--- src/rtl/sdp_pkg.sv ---
package sdp_pkg;
  typedef enum logic {
    DIR_TX = 1'b0,
    DIR_RX = 1'b1
  } sdp_dir_e;

  typedef struct packed {
    logic rd_small;
    logic rd_burst;
    logic wr_small;
    logic empty;
    logic full;
  } sdp_flags_t;
endpackage

--- src/rtl/sdp_fifo_mem.sv ---
module sdp_fifo_mem #(
  parameter int DEPTH = 32,
  parameter int DW    = 16,
  localparam int PW   = (DEPTH > 1) ? $clog2(DEPTH) : 1,
  localparam int CW   = $clog2(DEPTH + 1)
) (
  input  logic          clk,
  input  logic          rst_n,
  input  logic          flush,
  input  logic          push,
  input  logic [DW-1:0] push_data,
  input  logic          pop,
  output logic [DW-1:0] head_data,
  output logic [CW-1:0] occ
);
  logic [DW-1:0] store [DEPTH];
  logic [PW-1:0] wr_ptr, rd_ptr, wr_nx, rd_nx;

  generate
    if ((DEPTH & (DEPTH - 1)) == 0) begin : g_pow2
      assign wr_nx = wr_ptr + 1'b1;
      assign rd_nx = rd_ptr + 1'b1;
    end else begin : g_wrap
      assign wr_nx = (wr_ptr == PW'(DEPTH - 1)) ? '0 : wr_ptr + 1'b1;
      assign rd_nx = (rd_ptr == PW'(DEPTH - 1)) ? '0 : rd_ptr + 1'b1;
    end
  endgenerate

  always_ff @(posedge clk) begin
    if (push && !flush) store[wr_ptr] <= push_data;
  end

  assign head_data = store[rd_ptr];

  always_ff @(posedge clk or negedge rst_n) begin
    if (!rst_n) begin
      wr_ptr <= '0;
      rd_ptr <= '0;
      occ    <= '0;
    end else if (flush) begin
      wr_ptr <= '0;
      rd_ptr <= '0;
      occ    <= '0;
    end else begin
      if (push) wr_ptr <= wr_nx;
      if (pop)  rd_ptr <= rd_nx;
      case ({push, pop})
        2'b10:   occ <= occ + 1'b1;
        2'b01:   occ <= occ - 1'b1;
        default: occ <= occ;
      endcase
    end
  end

  // A full buffer stays full unless something leaves (guards the drop rule)
  assert_full_holds_R8: assert property (@(posedge clk) disable iff (!rst_n)
    (occ == CW'(DEPTH) && !pop && !flush) |=> (occ == CW'(DEPTH)));

  // An empty buffer stays empty unless something enters
  assert_empty_holds_R9: assert property (@(posedge clk) disable iff (!rst_n)
    (occ == '0 && !push && !flush) |=> (occ == '0));
endmodule

--- src/rtl/sdp_flag_gen.sv ---
module sdp_flag_gen
  import sdp_pkg::*;
#(
  parameter int DEPTH     = 32,
  parameter int SMALL_THR = 2,
  parameter int BURST_THR = 16,
  localparam int CW       = $clog2(DEPTH + 1)
) (
  input  logic [CW-1:0] occ,
  output sdp_flags_t    flags
);
  localparam logic [CW-1:0] SMALL_C = CW'(SMALL_THR);
  localparam logic [CW-1:0] BURST_C = CW'(BURST_THR);
  localparam logic [CW-1:0] ROOM_C  = CW'(DEPTH - SMALL_THR);
  localparam logic [CW-1:0] FULL_C  = CW'(DEPTH);

  always_comb begin
    flags.rd_small = (occ >= SMALL_C);
    flags.rd_burst = (occ >= BURST_C);
    flags.wr_small = (occ <= ROOM_C);
    flags.empty    = (occ == '0);
    flags.full     = (occ == FULL_C);
  end
endmodule

--- src/rtl/sdp_xfer_ctl.sv ---
module sdp_xfer_ctl
  import sdp_pkg::*;
#(
  parameter int LEN_W = 16,
  localparam int RW   = 2 * LEN_W
) (
  input  logic             clk,
  input  logic             rst_n,
  input  logic             start,
  input  sdp_dir_e         dir_in,
  input  logic [LEN_W-1:0] blk_bytes,
  input  logic [LEN_W-1:0] blk_num,
  input  logic             card_beat,
  output sdp_dir_e         dir_q,
  output logic             rem_zero,
  output logic             armed
);
  logic [RW-1:0] prod, hw_total, rem;

  assign prod     = RW'(blk_bytes) * RW'(blk_num);
  assign hw_total = (prod >> 1) + {{(RW-1){1'b0}}, prod[0]};
  assign rem_zero = (rem == '0);

  always_ff @(posedge clk or negedge rst_n) begin
    if (!rst_n) begin
      rem   <= '0;
      dir_q <= DIR_TX;
      armed <= 1'b0;
    end else if (start) begin
      rem   <= hw_total;
      dir_q <= dir_in;
      armed <= 1'b1;
    end else if (card_beat) begin
      rem   <= rem - 1'b1;
    end
  end

  // Card beats must stop once the count is exhausted: the count never wraps
  assert_rem_no_wrap_R10: assert property (@(posedge clk) disable iff (!rst_n)
    (rem_zero && !start) |=> rem_zero);
endmodule

--- src/rtl/sd_data_port.sv ---
module sd_data_port
  import sdp_pkg::*;
#(
  parameter int DEPTH     = 32,
  parameter int DW        = 16,
  parameter int LEN_W     = 16,
  parameter int SMALL_THR = 2,
  parameter int BURST_THR = 16
) (
  input  logic             clk,
  input  logic             rst_n,
  input  logic             xfer_start,
  input  logic             xfer_dir_rx,
  input  logic [LEN_W-1:0] blk_bytes,
  input  logic [LEN_W-1:0] blk_num,
  input  logic             host_wr_en,
  input  logic [DW-1:0]    host_wr_data,
  input  logic             host_rd_en,
  output logic [DW-1:0]    host_rd_data,
  input  logic             card_rx_valid,
  input  logic [DW-1:0]    card_rx_data,
  output logic             card_rx_ready,
  output logic             card_tx_valid,
  output logic [DW-1:0]    card_tx_data,
  input  logic             card_tx_ready,
  output logic             rd_ready_small,
  output logic             rd_ready_burst,
  output logic             wr_ready_small,
  output logic             fifo_empty,
  output logic             fifo_full,
  output logic             rx_active,
  output logic             tx_active,
  output logic             data_done,
  output logic             rd_underflow
);
  localparam int CW = $clog2(DEPTH + 1);

  sdp_dir_e      dir_q;
  sdp_flags_t    flags;
  logic          rem_zero, armed, rx_mode;
  logic          host_wr_acc, host_rd_acc, rx_beat, tx_beat;
  logic          fifo_push, fifo_pop, card_beat;
  logic [DW-1:0] push_data, head;
  logic [CW-1:0] occ;

  assign rx_mode = (dir_q == DIR_RX);

  assign card_rx_ready = rx_mode && !rem_zero && !flags.full && !xfer_start;
  assign card_tx_valid = !rx_mode && !rem_zero && !flags.empty && !xfer_start;
  assign card_tx_data  = head;

  assign rx_beat     = card_rx_valid && card_rx_ready;
  assign tx_beat     = card_tx_valid && card_tx_ready;
  assign host_wr_acc = host_wr_en && !rx_mode && !flags.full && !xfer_start;
  assign host_rd_acc = host_rd_en && rx_mode && !flags.empty && !xfer_start;

  assign fifo_push = rx_mode ? rx_beat : host_wr_acc;
  assign fifo_pop  = rx_mode ? host_rd_acc : tx_beat;
  assign push_data = rx_mode ? card_rx_data : host_wr_data;
  assign card_beat = rx_mode ? rx_beat : tx_beat;

  sdp_xfer_ctl #(.LEN_W(LEN_W)) u_ctl (
    .clk       (clk),
    .rst_n     (rst_n),
    .start     (xfer_start),
    .dir_in    (sdp_dir_e'(xfer_dir_rx)),
    .blk_bytes (blk_bytes),
    .blk_num   (blk_num),
    .card_beat (card_beat),
    .dir_q     (dir_q),
    .rem_zero  (rem_zero),
    .armed     (armed)
  );

  sdp_fifo_mem #(.DEPTH(DEPTH), .DW(DW)) u_mem (
    .clk       (clk),
    .rst_n     (rst_n),
    .flush     (xfer_start),
    .push      (fifo_push),
    .push_data (push_data),
    .pop       (fifo_pop),
    .head_data (head),
    .occ       (occ)
  );

  sdp_flag_gen #(.DEPTH(DEPTH), .SMALL_THR(SMALL_THR), .BURST_THR(BURST_THR)) u_flags (
    .occ   (occ),
    .flags (flags)
  );

  always_ff @(posedge clk or negedge rst_n) begin
    if (!rst_n) begin
      host_rd_data <= '0;
      rd_underflow <= 1'b0;
    end else begin
      if (host_rd_acc) host_rd_data <= head;
      if (xfer_start)
        rd_underflow <= 1'b0;
      else if (host_rd_en && rx_mode && flags.empty)
        rd_underflow <= 1'b1;
    end
  end

  assign rd_ready_small = flags.rd_small;
  assign rd_ready_burst = flags.rd_burst;
  assign wr_ready_small = flags.wr_small;
  assign fifo_empty     = flags.empty;
  assign fifo_full      = flags.full;
  assign rx_active      = rx_mode && !rem_zero;
  assign tx_active      = !rx_mode && !rem_zero;
  assign data_done      = armed && rem_zero && flags.empty;

  // Reading an empty buffer holds the data register and raises the sticky bit
  assert_underflow_hold_R9: assert property (@(posedge clk) disable iff (!rst_n)
    (host_rd_en && rx_mode && fifo_empty && !xfer_start)
      |=> (rd_underflow && $stable(host_rd_data)));

  // Completion only with a drained buffer
  assert_done_drained_R12: assert property (@(posedge clk) disable iff (!rst_n)
    data_done |-> fifo_empty);

  // Offered card data is held under back-pressure
  assert_tx_hold_R11: assert property (@(posedge clk) disable iff (!rst_n)
    (card_tx_valid && !card_tx_ready)
      |=> (xfer_start || (card_tx_valid && $stable(card_tx_data))));

  // The burst flag never shows without the small read flag
  assert_burst_small_R5: assert property (@(posedge clk) disable iff (!rst_n)
    rd_ready_burst |-> rd_ready_small);
endmodule

--- config.mk ---
export PLATFORM = sky130hd
export DESIGN_NAME = sd_data_port
export DESIGN_NICKNAME = d
export VERILOG_FILES = /design/src/rtl/sdp_pkg.sv /design/src/rtl/sdp_fifo_mem.sv /design/src/rtl/sdp_flag_gen.sv /design/src/rtl/sdp_xfer_ctl.sv /design/src/rtl/sd_data_port.sv
export SDC_FILE = /design/constraint.sdc
export NUM_CORES = 1
export LEC_CHECK = 0
export BUFFER_PORTS_ARGS = -buffer_cell sky130_fd_sc_hd__buf_2
export CORE_ASPECT_RATIO = 1.25
export CORE_MARGIN = 5
export CORE_UTILIZATION = 58
export DETAILED_ROUTE_END_ITERATION = 12
export HOLD_SLACK_MARGIN = 0.02
export PLACE_DENSITY = 0.83
export SYNTH_ARGS = -nofsm -noshare
export SYNTH_HDL_FRONTEND = slang
export SYNTH_SLANG_ARGS = --single-unit
--- constraint.sdc ---
create_clock -name clk -period 5.16 [get_ports clk]
set_clock_uncertainty 0.2 [all_clocks]
set_input_delay 0 -clock clk [delete_from_list [all_inputs] [get_ports clk]]
set_output_delay 0 -clock clk [all_outputs]
set_load 0.005 [all_outputs]
==> metrics <==
die span in y=277 µm; CP Capture Point=u_ctl.rem[30]; H-tree levels=2; Rel. slew slack=31.5%; R2R depth=15; Setup Crit Path Kind=in -> reg; Syn Inst Count=2560; final hold viol count=0; mapped cell area=0.0330 mm²; vias in the first global route=24600; row count=97; Yosys top cell by area=edfxtp_1; root buffer cell=clkbuf_16; source of the critical timing path=blk_bytes[6]; Die ar.=0.0618 mm²; unrepaired setup endpoints after global routing=yes; ys flop type=edfxtp_1; max_cap viols=0; vias per std cell=6.13; largest net degree at the start of global routing=83; Post-DRT Antenna Nets=0; antenna violations before repair=1; Tcrit/Tclk final=111%; Skew-Pair Late Insertion Delay=0.62 ns; Post-synth EDFFs=512; post-synth cell types=88; DR vias=22600; first-pass GRT wire length=133000 µm; Die W=223 µm; Max Fanout on Critical Path=9; #FFs+latches synth=579; core area=0.0562 mm²; Post-Syn Nets=2944; GRT overflow=0; Reg2Reg Launch Point=u_ctl.rem[23]; Final setup viols=19; reg2reg setup slack=0.58 ns; Layout Nets=3286; drt total wl=85500 µm; WP data required=5.39 ns; hold path start=card_rx_data[9]; Slew @ Worst Pin=1.03 ns; # diodes=0; Synth top area share=46.6%; highest clock rate=0.174 GHz; count of pins over their slew limit=0; CTS tree=done; Non-Filler Instances=3690; Initial Utilization=58.7%; worst hold path type=in -> reg; crit path launch type=primary input; Hold WS=0.0438 ns; Post-synth ARST share=11.6%; placed wire-length estimate=56400 µm; share of cells above drive strength 1=24.8%; clock sink count=579; synthesis-to-layout area growth=18.5%; total track usage=27.3%; I/O pin count=115; top area cells in the synthesized netlist=edfxtp_1 (47%), fa_1 (12%), dfrtp_1 (5.1%); Placed Cells=3529; TritonCTS buffer count=54; fin worst setup slack=-0.576 ns; count leader, synth=edfxtp_1; Seq/Total Area, Yosys=51.7%; Final min period=5.74 ns; Clock Tree Buf Depth=3; Syn. warnings=0; r2r endpoint=u_mem.occ[5]; Starting DRT DRC Count=2081; GPL Wtd Cong=0.928; Post-Synthesis Mean Instance Area=12.9 µm²; Worst-path clk slew=0.06 ns; Critical Path Sink Type=flop; Buffers on Ports=114; commonest cells in the synthesized netlist=edfxtp_1 (512), nand2_1 (279), inv_1 (239); DR DRC count=0; Arr. time, crit path=5.97 ns; drt pass-1 iters=6; run status=finished, violations left; failing checks=setup timing; drt wl/cell=23.2 µm
## placed cells by master, fill, tap and decap left out, types with 66 or more instances in the layout
cell,synthesis,final
fa_1,195,183
edfxtp_1,512,512
o21ai_0,74,66
buf_4,1,241
and2_1,123,107
buf_2,10,93
inv_1,239,228
mux2i_1,133,131
nor2_1,164,159
nand2_1,279,266
ha_1,117,104
## through the flow
step / util, % / cell area [µm²] / setup WS [ns] / TNS [ns]
2_1_floorplan: - / 33300 / -0.680 / -7.48
3_5_place_dp: 64.2 / 36100 / -1.24 / -21.33
5_1_grt: 69.6 / 39100 / -0.744 / -10.19
3_3_place_gp: 64.2 / 36100 / -1.10 / -19.46
4_1_cts: 69.1 / 38900 / -0.472 / -5.34
6_report: 69.6 / 39100 / -0.576 / -7.16
## worst min path at each step
stage / slack (ns) / cells after the start / to
after global routing: 0.04 / 2 / u_mem.store[5][11]
final: 0.04 / 2 / u_mem.store[27][9]
after CTS: 0.02 / 2 / u_mem.store[24][12]
after floorplan: -0.50 / 0 / host_rd_data[0]
after detailed placement: 0.04 / 3 / u_ctl.dir_q
after global placement: 0.009 / 3 / u_ctl.dir_q
## routing by layer
| layer | share of wire, % | GRT usage (%) | vias to the layer above |
|---|---|---|---|
| met5 | 0.020 | 0 | - |
| met3 | 7.3 | 3.94 | 344 |
| li1 | - | - | 9709 |
| met2 | 53 | 50.0 | 1285 |
| met1 | 34 | 31.5 | 11300 |
| met4 | 5.4 | 13.0 | 2 |
## timing repair
| item | 4_1_cts | 5_1_grt |
|---|---|---|
| setup buffers | 32 | 14 |
| setup endpoints to repair | 18 | 19 |
| gates cloned | 1 | 0 |
| pin swaps | 65 | 45 |
| endpoints found under the hold margin | 176 | 0 |
| resized for setup | 131 | 47 |
| hold buffers | 22 | 0 |
## worst max-delay path, stage by stage
cell,delay [ns]
buf_12,0.12
buf_6,0.12
and2_4,0.15
fa_2,0.60
fa_1,0.43
fa_1,0.59
fa_1,0.47
fa_1,0.52
inv_1,0.05
fa_1,0.50
inv_2,0.05
ha_4,0.24
a21o_1,0.20
o21bai_4,0.18
or2_4,0.27
nor3_4,0.21
mux2i_2,0.28
o211ai_1,0.20
nor4_4,0.33
nand4_1,0.15
xnor2_1,0.20
a21oi_1,0.09
## logic make-up after synthesis
group,share of synthesized area (%)
and+or+nand+nor,10.6
DFF,51.7
buffers and inverters,4.17
adders and majority gates,16.3
AOI/OAI and AO/OA,5.53
muxes,9.56
xor gates and xnor gates,2.20
## flip-flops by register name (all words and copies together) (netlist names)
register,flops
u_mem.store,512
u_ctl.rem,32
host_rd_data,16
u_mem.occ,6
u_mem.rd_ptr,5
u_mem.wr_ptr,5
rd_underflow,1
u_ctl.armed,1
u_ctl.dir_q,1
## final cells by class
cell class | count | area [µm²]
fillers | 3570 | 17100
flip-flops and latches | 579 | 17100
multi-input cells | 1625 | 15200
repair buffers | 403 | 3130
clock buffers | 72 | 1480
well taps | 742 | 928
inverters | 239 | 897
clock inverters | 30 | 378
Power is left out: the tool's default activity adds up to more than one toggle a clock period on the data nets, which glitch-free logic cannot reach.
